<file path="src/rtl/loader_pkg.sv">
package loader_pkg;
  typedef enum logic [2:0] {
    LD_IDLE,
    LD_PARK,
    LD_RSEQ,
    LD_WAIT,
    LD_WRITE,
    LD_STEP,
    LD_RUN
  } ld_state_e;
endpackage

</file>
<file path="src/rtl/ldr_phase_timer.sv">
// Splits one bus step into setup, strobe-active and hold cycles.
module ldr_phase_timer #(
  parameter int SETUP_CYC = 1,
  parameter int PULSE_CYC = 2,
  parameter int HOLD_CYC  = 1
) (
  input  logic clk,
  input  logic rst,
  input  logic en,
  output logic active,
  output logic last
);
  localparam int TOTAL = SETUP_CYC + PULSE_CYC + HOLD_CYC;
  localparam int CW    = $clog2(TOTAL + 1);
  localparam logic [CW-1:0] ON_AT  = CW'(SETUP_CYC);
  localparam logic [CW-1:0] OFF_AT = CW'(SETUP_CYC + PULSE_CYC);
  localparam logic [CW-1:0] END_AT = CW'(TOTAL - 1);

  logic [CW-1:0] cnt;

  assign last   = en && (cnt == END_AT);
  assign active = en && (cnt >= ON_AT) && (cnt < OFF_AT);

  always_ff @(posedge clk) begin
    if (rst || !en || last) cnt <= '0;
    else                    cnt <= cnt + 1'b1;
  end
endmodule

</file>
<file path="src/rtl/ldr_byte_counter.sv">
// Counts bytes written during the current load.
module ldr_byte_counter #(
  parameter int CNT_W = 17
) (
  input  logic             clk,
  input  logic             rst,
  input  logic             clr,
  input  logic             inc,
  output logic [CNT_W-1:0] count
);
  always_ff @(posedge clk) begin
    if (rst || clr) count <= '0;
    else if (inc)   count <= count + 1'b1;
  end
endmodule

</file>
<file path="src/rtl/bus_inject_loader.sv">
module bus_inject_loader #(
  parameter int DATA_W    = 8,
  parameter int MAX_LEN   = 65536,
  parameter int SETUP_CYC = 1,
  parameter int PULSE_CYC = 2,
  parameter int HOLD_CYC  = 1,
  parameter logic [DATA_W-1:0] OPC_LDY0 = 8'h14,
  parameter logic [DATA_W-1:0] OPC_JMPY = 8'hE0,
  parameter logic [DATA_W-1:0] OPC_NOP  = 8'h02,
  localparam int CNT_W = $clog2(MAX_LEN + 1)
) (
  input  logic              clk,
  input  logic              rst,
  input  logic              start_i,
  input  logic [CNT_W-1:0]  len_i,
  input  logic [DATA_W-1:0] byte_i,
  input  logic              byte_valid_i,
  output logic              byte_ready_o,
  output logic              tgt_clk_o,
  output logic              sram_we_n_o,
  output logic              sram_oe_n_o,
  output logic              bus_drive_o,
  output logic [DATA_W-1:0] bus_data_o,
  output logic              done_o,
  output logic [CNT_W-1:0]  byte_count_o
);
  import loader_pkg::*;

  ld_state_e         state;
  logic [1:0]        rs_idx;
  logic              rs_final;
  logic [CNT_W-1:0]  len_q;
  logic [DATA_W-1:0] byte_q;
  logic [CNT_W-1:0]  byte_cnt;
  logic              ph_en, ph_act, ph_last;
  logic              cnt_clr, cnt_inc, last_byte;
  logic              drv_c, we_c, clk_c;
  logic [DATA_W-1:0] data_c;

  assign ph_en     = (state == LD_RSEQ) || (state == LD_WRITE) || (state == LD_STEP);
  assign cnt_clr   = (state == LD_PARK);
  assign cnt_inc   = (state == LD_STEP) && ph_last;
  assign last_byte = ((byte_cnt + 1'b1) == len_q);

  ldr_phase_timer #(
    .SETUP_CYC(SETUP_CYC), .PULSE_CYC(PULSE_CYC), .HOLD_CYC(HOLD_CYC)
  ) u_timer (
    .clk(clk), .rst(rst), .en(ph_en), .active(ph_act), .last(ph_last)
  );

  ldr_byte_counter #(.CNT_W(CNT_W)) u_count (
    .clk(clk), .rst(rst), .clr(cnt_clr), .inc(cnt_inc), .count(byte_cnt)
  );

  // Sequencer
  always_ff @(posedge clk) begin
    if (rst) begin
      state    <= LD_IDLE;
      rs_idx   <= '0;
      rs_final <= 1'b0;
      len_q    <= '0;
      byte_q   <= '0;
    end else begin
      case (state)
        LD_IDLE, LD_RUN: begin
          if (start_i) begin
            state <= LD_PARK;
            len_q <= len_i;
          end
        end
        LD_PARK: begin
          state    <= LD_RSEQ;
          rs_idx   <= '0;
          rs_final <= 1'b0;
        end
        LD_RSEQ: begin
          if (ph_last) begin
            if (rs_idx != 2'd2) begin
              rs_idx <= rs_idx + 1'b1;
            end else if (rs_final) begin
              state <= LD_RUN;
            end else if (byte_cnt == len_q) begin
              rs_idx   <= '0;
              rs_final <= 1'b1;
            end else begin
              state <= LD_WAIT;
            end
          end
        end
        LD_WAIT: begin
          if (byte_valid_i) begin
            byte_q <= byte_i;
            state  <= LD_WRITE;
          end
        end
        LD_WRITE: if (ph_last) state <= LD_STEP;
        LD_STEP: begin
          if (ph_last) begin
            if (last_byte) begin
              state    <= LD_RSEQ;
              rs_idx   <= '0;
              rs_final <= 1'b1;
            end else begin
              state <= LD_WAIT;
            end
          end
        end
        default: state <= LD_IDLE;
      endcase
    end
  end

  // Bus and strobe values for the current step
  always_comb begin
    drv_c  = (state == LD_RSEQ) || (state == LD_WAIT) ||
             (state == LD_WRITE) || (state == LD_STEP);
    we_c   = (state == LD_WRITE) && ph_act;
    clk_c  = ((state == LD_RSEQ) || (state == LD_STEP)) && ph_act;
    data_c = '0;
    if (state == LD_RSEQ) begin
      case (rs_idx)
        2'd0:    data_c = OPC_LDY0;
        2'd1:    data_c = OPC_JMPY;
        default: data_c = OPC_NOP;
      endcase
    end else if (state == LD_WRITE) begin
      data_c = byte_q;
    end else if (drv_c) begin
      data_c = OPC_NOP;
    end
  end

  // Registered pin outputs
  always_ff @(posedge clk) begin
    if (rst) begin
      tgt_clk_o   <= 1'b0;
      sram_we_n_o <= 1'b1;
      sram_oe_n_o <= 1'b1;
      bus_drive_o <= 1'b0;
      bus_data_o  <= '0;
      done_o      <= 1'b0;
    end else begin
      tgt_clk_o   <= (state == LD_RUN) ? ~tgt_clk_o : clk_c;
      sram_we_n_o <= ~we_c;
      sram_oe_n_o <= (state != LD_RUN);
      bus_drive_o <= drv_c;
      bus_data_o  <= data_c;
      done_o      <= (state == LD_RUN);
    end
  end

  assign byte_ready_o = (state == LD_WAIT);
  assign byte_count_o = byte_cnt;
endmodule

</file>
<file path="config.mk">
export PLATFORM = sky130hd
export DESIGN_NAME = bus_inject_loader
export DESIGN_NICKNAME = d
export VERILOG_FILES = /design/src/rtl/loader_pkg.sv /design/src/rtl/ldr_phase_timer.sv /design/src/rtl/ldr_byte_counter.sv /design/src/rtl/bus_inject_loader.sv
export SDC_FILE = /design/constraint.sdc
export NUM_CORES = 1
export LEC_CHECK = 0
export ABC_AREA = 1
export BUFFER_PORTS_ARGS = -buffer_cell sky130_fd_sc_hd__buf_2
export CAP_MARGIN = 20
export CORE_ASPECT_RATIO = 2
export CORE_UTILIZATION = 35
export CTS_BUF_LIST = sky130_fd_sc_hd__clkbuf_8
export DETAILED_ROUTE_END_ITERATION = 7
export PLACE_DENSITY = 0.53
export SLEW_MARGIN = 20
export SYNTH_ARGS = -nofsm -noshare
export SYNTH_HDL_FRONTEND = slang
export SYNTH_SLANG_ARGS = --single-unit
</file>
<file path="constraint.sdc">
create_clock -name clk -period 2.8 [get_ports clk]
set_input_delay 0.56 -clock clk [delete_from_list [all_inputs] [get_ports clk]]
set_output_delay 0.56 -clock clk [all_outputs]
set_load 0.01 [all_outputs]
</file>
-- After elaboration in Yosys (flattened, before gate mapping)
Index checks and enable logic that the tools add are counted.
- bits in registers: 64
- input bits: 29
- output and inout port bits: 31
- word-level logic and storage cells: 96
- add/sub/neg operators: 3
- $lt $le $gt $ge: 2
- eq/ne operators: 22
- mux-type cells: 29
- bitwise gates (word level): 2
- reductions and logical operators: 25
- operator list (cell ; count):
    == test 17 bit ; 2
    two-way mux 3 bit ; 8
    case mux 3 bit (6 select lines) ; 1
    adder 17 x 1 -> 17 bit, second input constant ; 1
    two-way mux 8 bit ; 2
    inequality test 2 bit, second input constant ; 8
    case mux 8 bit (2 select lines) ; 1
    two-way mux 2 bit ; 7
    == test 3 x 2 -> 1 bit, second input constant ; 3
    == test 3 bit, second input constant ; 3
    logical OR 1 bit ; 9
    two-way mux 1 bit ; 8
    AND reduction 7 bit ; 1
    logical AND 1 bit ; 6
    inequality test 3 bit, second input constant ; 2
    case mux 2 bit (3 select lines) ; 1
    AND reduction 6 bit ; 1
    AND reduction 5 bit ; 1
    AND reduction 2 bit ; 2
    adder 3 x 1 -> 3 bit, second input constant ; 1
    == test 3 x 1 -> 1 bit, second input constant ; 1
    >= comparator 3 x 1 -> 1 bit, second input constant ; 1
    logical NOT 3 bit ; 1
    less-than comparator 3 x 2 -> 1 bit, second input constant ; 1
    10 further kinds ; 11

-- Logic depth before layout (Yosys ltp)
- depth in word-level cells: 7
- mapped depth: 16

-- Hierarchy
Synthesis repeated with hierarchy kept, for this count alone.
- cells, all modules: 538
- area, all modules: 3479.6 µm²
- by module, submodules not included (module ; times used ; cells an instance ; area an instance (µm²) ; seq. area each (µm²)):
    bus_inject_loader ; 1 ; 396 ; 2477.4 ; 880.8
    ldr_byte_counter ; 1 ; 121 ; 838.3 ; 340.3
    ldr_phase_timer ; 1 ; 21 ; 163.9 ; 60.1

-- Worst setup path after synthesis
Ideal clock, no wire load.
- path kind: reg-to-reg
- from: register u_count.count[1]
- to: register rs_idx[0]
- setup time: 0.113 ns
- arrival: 1.823 ns
- setup slack: 0.865 ns
- stages on the path, launching flop included: 15
- period minus slack after synthesis: 1.935 ns
- cells stage by stage: dfxtp_1 ha_1 inv_1 nor2_4 nand2_4 nor2_8 nand2_1 nand2_1 nand2_1 nor3_2 nand2_1 nand2_2 nand3_2 nor2_1 nor2_1
- cells in the longest elaborated chain, start to end: 4
- ends and longest elaborated chain (item ; line ; RTL):
    from (decl) ; ldr_byte_counter.sv:9 ; output logic [CNT_W-1:0] count
    from (signal assigned) ; ldr_byte_counter.sv:13 ; else if (inc) count <= count + 1'b1;
    adder 17 x 1 -> 17 bit ; bus_inject_loader.sv:43 ; assign last_byte = ((byte_cnt + 1'b1) == len_q);
    == test 17 bit ; bus_inject_loader.sv:43 ;
    inequality test 2 bit (no source line) ; - ;
    AND reduction 6 bit (no source line) (*) ; - ;
    to (signal assigned) ; bus_inject_loader.sv:79 ; rs_idx <= rs_idx + 1'b1;
    to (decl) ; bus_inject_loader.sv:30 ; logic [1:0] rs_idx;
Mark *: on every way between the ends. The rest lies on a longest branch, timed or not.
A chain may end at the register's enable or synchronous reset.

-- Worst setup path in the final report
Ends and elaborated chain as after synthesis.

==> impl_metrics.ini <==
[outcome]
outcome = complete, no violations

[global_routing]
grt_max_degree = 33
overflow = 0
grt_pass1_vias = 3208
track_usage = 0.205
grt_pass1_wl_mm = 15.5
antenna_found_initial = 0

[pwr]
p_switching_mw = 1.20
pwr-share-comb = 0.341
p_int_mw = 1.84
power.leakage_nw = 1.79
ir_drop_mv = 0.464
seqPwrFrac = 0.384
clockPowerShare = 0.275
p_sw_frac = 0.396
p_per_area_nw_per_um2 = 775

[floorplan]
initial_core_util = 0.365
dieArea_um2 = 9880
die_x_um = 70.8
num_io_pins = 60
die_height_um = 140
coreArea_um2 = 9070
rows = 49

[final_layout]
drive_above_1_share = 0.181
nets = 593
layout_common_cells = nand2_1 (113), inv_1 (66), nor2_1 (65)
fin_util = 0.433
antenna_cells = 0
area_growth_pct = 18.5
layout_commonest_cell = nand2_1

[worst_hold_path]
hold_path_startpoint = byte_q[3]
hold_path_depth = 2
min_path_type = flip-flop to flip-flop
hold-path-endpoint = bus_data_o[3]

[clock_network]
cts.sinks = 64
cts_root_buf = clkbuf_8
hold_buffers = 0
clk_pin_slew_worst_paths_ns = 0.08
cts_buffers = 9
insertion_delay_ns = 0.36
h-tree-depth = 3
cts_tree = done
postCtsSetupRepairBufs = 0
cts_buffer_depth = 2
post_cts_resized = 0

[synth]
yosys_warnings = 0
syn_area_um2 = 3310
syn_nets = 529
ys_types = 35
ys_seq_area_frac = 0.387
syn_inst = 496
avgSynthCellArea_um2 = 6.68
synth-seq-cells = 64

[detailed_routing]
drt-pass1-iter-count = 6
drtIter0Drc = 199
wire_per_inst_um = 14.4
wl_mm = 9.57
detail-route-antenna-nets = 0
via_per_inst = 4.99
drcViolationCount = 0
vias = 3330

[worst_setup_path]
worstPathMaxFanout = 8
rr_worst_depth = 15
critPathLaunchType = flip-flop
crit_arrival_ns = 2.61
timing.rr.start = u_count.count[1]
cp-end-kind = flip-flop
timing.rr.end = rs_idx[0]
worst-setup-path-type = flip-flop to flip-flop
cp.required_ns = 3.10
rrSetupSlack_ns = 0.49

[sta]
tightest_slew_ns = 0.562
fin_crit_ns = 2.31
max_freq_ghz = 0.433
setup_viol = 0
rsz0062_at_grt = no
hold_viol_final = 0
timing.final.crit_share = 0.825
finalSetupTns_ns = 0
slew_headroom = 0.625
slew_viol_final = 0
finClkSkew_ns = 0.00753

[run]
drv_cap = 0

[place]
io_buffers = 59
gp_congestion = 0.915
dp_hpwl_mm = 7.63
## synth_stat cells (all sizes together)
cell type / count / area [um^2]
nand2: 122 / 485
nor2: 74 / 329
inv: 68 / 255
dfxtp: 64 / 1280
o21ai: 37 / 185
a21oi: 33 / 165
nand3: 33 / 170
nor3: 16 / 85.1
nand4: 7 / 43.8
xnor2: 7 / 61.3
buf: 6 / 31.3
clkbuf: 5 / 18.8
ha: 4 / 50.1
xor2: 4 / 35.0
o211ai: 3 / 22.5
o22ai: 3 / 18.8
and3: 2 / 12.5
o21bai: 2 / 15.0
a211oi: 1 / 7.51
a21boi: 1 / 7.51
nand3b: 1 / 7.51
nor4: 1 / 6.26
o311a: 1 / 10.0
o32ai: 1 / 8.76
## flip-flops by register name, indices dropped and copies added, names as in the netlist
name and flops:
len_q 17, u_count.count 17, bus_data_o 8, byte_q 8
state 3, u_timer.cnt 3, rs_idx 2, bus_drive_o 1
done_o 1, rs_final 1, sram_oe_n_o 1, sram_we_n_o 1
tgt_clk_o 1
## power groups by stage
stage / clock network [mW] / logic, mW / registers [mW]
floorplan: 0 / 0.745 / 1.17
global placement: 0 / 1.04 / 1.19
detailed placement: 0 / 1.04 / 1.19
CTS: 0.860 / 1.04 / 1.17
global route: 0.898 / 1.19 / 1.19
finish: 0.837 / 1.04 / 1.17
## area by class of cell
cell class	instances	area (um^2)
inverters	68	255
multi-input cells	353	1730
fillers	1000	5150
well taps	102	128
clock buffers	9	124
repair buffers	64	333
flip-flops and latches	64	1280
clock inverters	7	78.8
## worst max-delay path by stage
stage | from | endpoint | cells past startpoint
2_1_floorplan | u_count.count[1] | rs_idx[0] | 14
3_3_place_gp | u_count.count[1] | rs_idx[1] | 14
4_1_cts | u_count.count[1] | rs_idx[0] | 15
3_5_place_dp | u_count.count[1] | rs_idx[0] | 15
6_report | u_count.count[1] | rs_idx[0] | 15
5_1_grt | u_count.count[1] | rs_idx[1] | 14
## per-layer routing
layer  wire length (um)  vias to the layer above  GRT usage
met4                374                        0      0.107
met1               3410                     1505      0.194
li1                   -                     1724          -
met2               5440                       76      0.395
met5                  0                        -          0
met3                346                       25     0.0456
## per-stage QoR
| stage | power [mW] | hold slack (ns) | worst slack, ns | cell area [um^2] | instances |
|---|---|---|---|---|---|
| finish | 3.04 | 0.439 | 0.490 | 3930 | 667 |
| global route | 3.27 | 0.452 | 0.202 | 3930 | 667 |
| CTS | 3.07 | 0.444 | 0.509 | 3930 | 667 |
| detailed placement | 2.23 | 0.429 | 0.526 | 3720 | 651 |
| global placement | 2.22 | 0.431 | 0.557 | 3720 | 651 |
| floorplan | 1.92 | 0.416 | 0.865 | 3310 | 496 |
## cell families (layout without fill, tap and decap cells)
kind of cell | count (synthesis) | in the layout | synth area share
DFF | 64 | 64 | 0.387
AOI/OAI and AO/OA | 82 | 82 | 0.133
and+or+nand+nor | 256 | 256 | 0.344
adders and majority gates | 4 | 4 | 0.0151
xor gates and xnor gates | 11 | 11 | 0.0291
buffers and inverters | 79 | 148 | 0.0921
## critical path: stages, from the launching register on
cell     delay [ns]
dfxtp_1        0.48
ha_1           0.28
inv_1          0.12
nor2_4         0.27
nand2_4        0.12
nor2_8         0.12
nand2_2        0.09
nand2_1        0.07
nand2_1        0.06
nor3_2         0.15
nand2_1        0.10
nand2_2        0.09
nand3_2        0.10
nand2_1        0.08
nand2_1        0.04
nor2_1         0.09
Note: power is estimated with default switching activity, not from simulation.
